$ cat config.mk
export PLATFORM = sky130hd
export DESIGN_NAME = tri_vote_counter
export DESIGN_NICKNAME = d
export VERILOG_FILES = /design/src/rtl/tvc_pkg.sv /design/src/rtl/tvc_classify.sv /design/src/rtl/tvc_fsm.sv /design/src/rtl/tvc_outdec.sv /design/src/rtl/tri_vote_counter.sv
export SDC_FILE = /design/constraint.sdc
export NUM_CORES = 1
export LEC_CHECK = 0
export BUFFER_PORTS_ARGS = -buffer_cell sky130_fd_sc_hd__buf_2
export CAP_MARGIN = 20
export CORE_AREA = 3 3 40 42
export CTS_CLUSTER_SIZE = 10
export DETAILED_ROUTE_END_ITERATION = 7
export DIE_AREA = 0 0 43 45
export PLACE_DENSITY_LB_ADDON = 0.2
export SYNTH_ARGS = -nofsm -noshare
export SYNTH_HDL_FRONTEND = slang
export SYNTH_SLANG_ARGS = --single-unit
$ cat constraint.sdc
create_clock -name clk -period 1.53 [get_ports clk]
set_input_delay 0.153 -clock clk [delete_from_list [all_inputs] [get_ports clk]]
set_output_delay 0.153 -clock clk [all_outputs]
set_load 0.1 [all_outputs]
$ cat src/rtl/tvc_pkg.sv
package tvc_pkg;

    localparam int CNT_W      = 2;
    localparam int CTL_N      = 3;
    localparam int ZERO_W     = $clog2(CTL_N + 1);
    localparam logic [CNT_W-1:0] PRESET_VAL = 2'd2;

    typedef enum logic [CNT_W-1:0] {
        ST_ZERO  = 2'd0,
        ST_ONE   = 2'd1,
        ST_TWO   = 2'd2,
        ST_THREE = 2'd3
    } state_t;

    typedef enum logic [1:0] {
        CMD_UP     = 2'd0,
        CMD_DOWN   = 2'd1,
        CMD_PRESET = 2'd2
    } cmd_t;

endpackage

$ cat src/rtl/tvc_classify.sv
module tvc_classify
    import tvc_pkg::*;
(
    input  logic [CTL_N-1:0] ctl,
    output cmd_t             cmd
);

    logic [ZERO_W-1:0] zero_cnt;

    always_comb begin
        zero_cnt = '0;
        for (int i = 0; i < CTL_N; i++) begin
            zero_cnt = zero_cnt + {{(ZERO_W-1){1'b0}}, !ctl[i]};
        end
    end

    always_comb begin
        if (zero_cnt == ZERO_W'(1)) begin
            cmd = CMD_UP;
        end else if (zero_cnt == ZERO_W'(2)) begin
            cmd = CMD_DOWN;
        end else begin
            cmd = CMD_PRESET;
        end
    end

endmodule

$ cat src/rtl/tvc_fsm.sv
module tvc_fsm
    import tvc_pkg::*;
(
    input  logic   clk,
    input  logic   rst,
    input  cmd_t   cmd,
    output state_t state
);

    state_t nxt;

    always_ff @(posedge clk) begin
        if (rst) begin
            state <= ST_ZERO;
        end else begin
            state <= nxt;
        end
    end

    always_comb begin
        nxt = state;
        unique case (state)
            ST_ZERO: begin
                unique case (cmd)
                    CMD_UP:     nxt = ST_ONE;
                    CMD_DOWN:   nxt = ST_THREE;
                    default:    nxt = ST_TWO;
                endcase
            end
            ST_ONE: begin
                unique case (cmd)
                    CMD_UP:     nxt = ST_TWO;
                    CMD_DOWN:   nxt = ST_ZERO;
                    default:    nxt = ST_TWO;
                endcase
            end
            ST_TWO: begin
                unique case (cmd)
                    CMD_UP:     nxt = ST_THREE;
                    CMD_DOWN:   nxt = ST_ONE;
                    default:    nxt = ST_TWO;
                endcase
            end
            ST_THREE: begin
                unique case (cmd)
                    CMD_UP:     nxt = ST_ZERO;
                    CMD_DOWN:   nxt = ST_TWO;
                    default:    nxt = ST_TWO;
                endcase
            end
            default: nxt = ST_ZERO;
        endcase
    end

    // History flag: high when the previous edge was a non-reset edge.
    logic hist_ok;
    always_ff @(posedge clk) begin
        if (rst) begin
            hist_ok <= 1'b0;
        end else begin
            hist_ok <= 1'b1;
        end
    end

    a_r4_wrap_up: assert property (@(posedge clk) disable iff (rst)
        hist_ok && $past(state == ST_THREE && cmd == CMD_UP) |-> state == ST_ZERO);

    a_r5_wrap_down: assert property (@(posedge clk) disable iff (rst)
        hist_ok && $past(state == ST_ZERO && cmd == CMD_DOWN) |-> state == ST_THREE);

endmodule

$ cat src/rtl/tvc_outdec.sv
module tvc_outdec
    import tvc_pkg::*;
(
    input  state_t           state,
    output logic [CNT_W-1:0] count,
    output logic             odd
);

    always_comb begin
        unique case (state)
            ST_ZERO:  begin count = 2'd0; odd = 1'b0; end
            ST_ONE:   begin count = 2'd1; odd = 1'b1; end
            ST_TWO:   begin count = 2'd2; odd = 1'b0; end
            ST_THREE: begin count = 2'd3; odd = 1'b1; end
            default:  begin count = 2'd0; odd = 1'b0; end
        endcase
    end

endmodule

$ cat src/rtl/tri_vote_counter.sv
module tri_vote_counter
    import tvc_pkg::*;
(
    input  logic             clk,
    input  logic             rst,
    input  logic             ctl_a,
    input  logic             ctl_b,
    input  logic             ctl_c,
    output logic [CNT_W-1:0] count_q,
    output logic             odd_flag
);

    logic [CTL_N-1:0] ctl_bus;
    cmd_t             cmd;
    state_t           state;

    assign ctl_bus = {ctl_c, ctl_b, ctl_a};

    tvc_classify u_classify (
        .ctl (ctl_bus),
        .cmd (cmd)
    );

    tvc_fsm u_fsm (
        .clk   (clk),
        .rst   (rst),
        .cmd   (cmd),
        .state (state)
    );

    tvc_outdec u_outdec (
        .state (state),
        .count (count_q),
        .odd   (odd_flag)
    );

    logic rst_d;
    logic run_d;

    always_ff @(posedge clk) begin
        rst_d <= rst;
        if (rst) begin
            run_d <= 1'b0;
        end else begin
            run_d <= 1'b1;
        end
    end

    a_r1_step_up: assert property (@(posedge clk) disable iff (rst)
        run_d && $past($countones(ctl_bus) == 2) |-> count_q == 2'($past(count_q) + 2'd1));

    a_r2_step_down: assert property (@(posedge clk) disable iff (rst)
        run_d && $past($countones(ctl_bus) == 1) |-> count_q == 2'($past(count_q) - 2'd1));

    a_r3_preset_two: assert property (@(posedge clk) disable iff (rst)
        run_d && $past(ctl_bus == 3'b000 || ctl_bus == 3'b111) |-> count_q == PRESET_VAL);

    a_r6_odd_flag: assert property (@(posedge clk) disable iff (rst)
        odd_flag == (count_q == 2'd1 || count_q == 2'd3));

    a_r7_reset_zero: assert property (@(posedge clk) disable iff (rst)
        rst_d |-> (count_q == 2'd0 && !odd_flag));

endmodule

==> run summary <==
RD Place Congestion = 0.731
YS warnings = 0
Vias per std cell = 3.19
Initial antenna violation count = 0
Vias = 134
Endpoint class of the critical path = output port
Hold Startpoint = rst
Layout area overhead = 38.0%
Share of layout cells above drive strength 1 = 0.370
Max Cap Viol = 0
Yosys reg bits = 2
CTS resizes = 0
Setup_tns = 0 ns
Flop pwr share = 0.203
Worst r2r src = u_fsm.state[0]$_SDFF_PP0_
Slew headroom = 0.678
Initial drt markers = 0
Post-route DRC = 0
Final hold vios = 0
Largest register FFs = 2
Core area = 1280 sq um
DPL Wire Length = 245 um
Distinct cells, synth = 10
Setup WS pre-CTS = 0.0633 ns
Most common cell after layout, fill and taps aside = buf_2
Later-pin clock latency in the skew report = 0.22 ns
Antenna cells = 0
CTS tree = built
RSZ-0062 raised after global routing = no
Hold path cells = 2
Total clock sinks = 2
Overall routed net length = 294 um
Slew @ Worst Pin = 0.486 ns
Final min period = 1.23 ns
Post-DP Area = 214 sq um
Critical path buffers and inverters = 1
Fin. max-slew vios = 0
Number of core rows = 13
Post-layout util = 0.184
Leakage Power = 0.000133 uW
P_int = 190 uW
Power Dens Cells = 1550 nW/um^2
DR pass1 iterations = 1
CTS root buf = clkbuf_4
Critical path type = reg -> out
Total clock buffers created by CTS = 3
Post-Syn Instances = 20
IO buf count = 7
VDD IR max = 204 uV
CP Data Required Time = 1.38 ns
Biggest registers after layout = u_fsm.state (2)
Vias in the first global route = 142
Ports = 8
Worst Hold Endpoint = u_fsm.state[0]$_SDFF_PP0_
Commonest non-fill, non-tap cells in the layout = 7 x buf_2, 5 x inv_1, 3 x ha_1, 3 x clkbuf_4
Share of total power in the clock network = 0.314
Post-CTS setup repair buffer count = 0
Total Power = 368 uW
Detail Route Antenna Nets = 0
Period utilisation layout = 0.806
Net Sw Frac = 0.484
Top post-synthesis cells by area = dfxtp_1 23%, ha_1 22%, fa_1 12%
# setup viols final = 0
End of the worst register-to-register path = u_fsm.state[1]$_SDFF_PP0_
Chip width = 43 um
CP top delay family = buffers and inverters
Slowest cell delay on critical path = 0.46 ns
Post-synthesis sequential area ratio = 0.234
Clock transition at path regs = 0.03 ns
Top-area cell type share of the netlist area = 0.234
Synthesized cell area = 171 sq um
Average footprint of a synthesized cell = 8.57 sq um
CTS Buffer Depth = 2
Final Worst Setup Slack = 0.297 ns
GRT Resource Usage Total = 0.0424
WL/cell = 7.00 um
Hold Crit Class = in -> reg
Clk_skew = 0.00724 ns
First-pass GRT wire length = 552 um
CP cell instances = buf_2
Worst Reg-to-Reg Cells = 2
Comb power frac = 0.483
CP arrival = 1.08 ns
Biggest register = u_fsm.state
Syn_nets = 29
Die Y = 45 um
Hold buffer count at cts = 0
CP max FO = 5
Pin count of the biggest net entering global routing = 6
Post-route cell area = 236 sq um
H-tree depth = 1
Net Switching = 178 uW
Starting Density = 0.133
Number of nets in the layout = 38
Fmax = 0.811 GHz
CP startpoint kind = flip-flop
Remaining Overflow, GRT = 0
Full die area = 1940 sq um
R2r setup slk = 0.71 ns
Critical-path top delay cell = buf_2
Largest area contributor in the netlist = dfxtp_1
Status = completed
[synthesized netlist by cell type]
library cell,instances
mux2i_1,2
dfxtp_1,2
ha_1,3
nor2_1,1
clkbuf_1,3
a22o_1,1
inv_1,5
nor3_1,1
fa_1,1
nor2b_1,1
[layout make-up]
cell class	count	area, sq um
timing repair buffer	7	35.0
sequential	2	40.0
inverter	5	18.8
clock buffer	3	22.5
tap	15	18.8
fill	147	1050
multi-input combinational	10	101
[worst max path at each step]
stage	cells past startpoint	slack, ns	startpoint	end
floorplan	1	0.13	u_fsm.state[0]$_SDFF_PP0_	count_q[0]
global placement	7	0.10	ctl_a	u_fsm.state[1]$_SDFF_PP0_
detailed placement	7	0.06	ctl_a	u_fsm.state[1]$_SDFF_PP0_
CTS	1	0.28	u_fsm.state[0]$_SDFF_PP0_	count_q[0]
global route	7	0.22	ctl_a	u_fsm.state[1]$_SDFF_PP0_
finish	1	0.30	u_fsm.state[0]$_SDFF_PP0_	odd_flag
[through the flow]
step	instances	hold slack (ns)
after floorplan	20	0.224
after global placement	39	0.343
after detailed placement	39	0.348
after CTS	42	0.116
after global routing	42	0.130
final	42	0.125
[per-layer routing]
layer / wire length, um / GRT usage / vias to the layer above
li1: - / - / 75
met1: 160 / 0.0385 / 51
met2: 86 / 0.0569 / 8
met3: 47 / 0.0398 / 0
met4: 0 / 0.0361 / 0
met5: 0 / 0 / -
[power by group through the flow]
| stage | combinational (uW) | clock, uW | sequential, uW |
|---|---|---|---|
| after detailed placement | 178 | 0 | 76.1 |
| after CTS | 179 | 123 | 74.9 |
| final | 178 | 115 | 74.6 |
| after global routing | 188 | 128 | 77.3 |
| after floorplan | 161 | 0 | 73.2 |
| after global placement | 176 | 0 | 74.0 |
[worst reg2reg max path, delay by kind of cell (launching register included)]
kind	cells	cell delay (ns)
AO/OA/AOI/OAI	1	0.21
flip-flops	1	0.40
multiplexers	1	0.10
[cell families (layout without fill, tap and decap cells)]
| group | count (synthesis) | after routing | share of synthesized area |
|---|---|---|---|
| DFF | 2 | 2 | 0.234 |
| AOI/OAI and AO/OA | 1 | 1 | 0.0511 |
| adders and majority gates | 4 | 4 | 0.336 |
| buffers and inverters | 8 | 15 | 0.175 |
| muxes | 2 | 2 | 0.117 |
| and+or+nand+nor | 3 | 3 | 0.0876 |
Power figures use the tool's default switching activity.
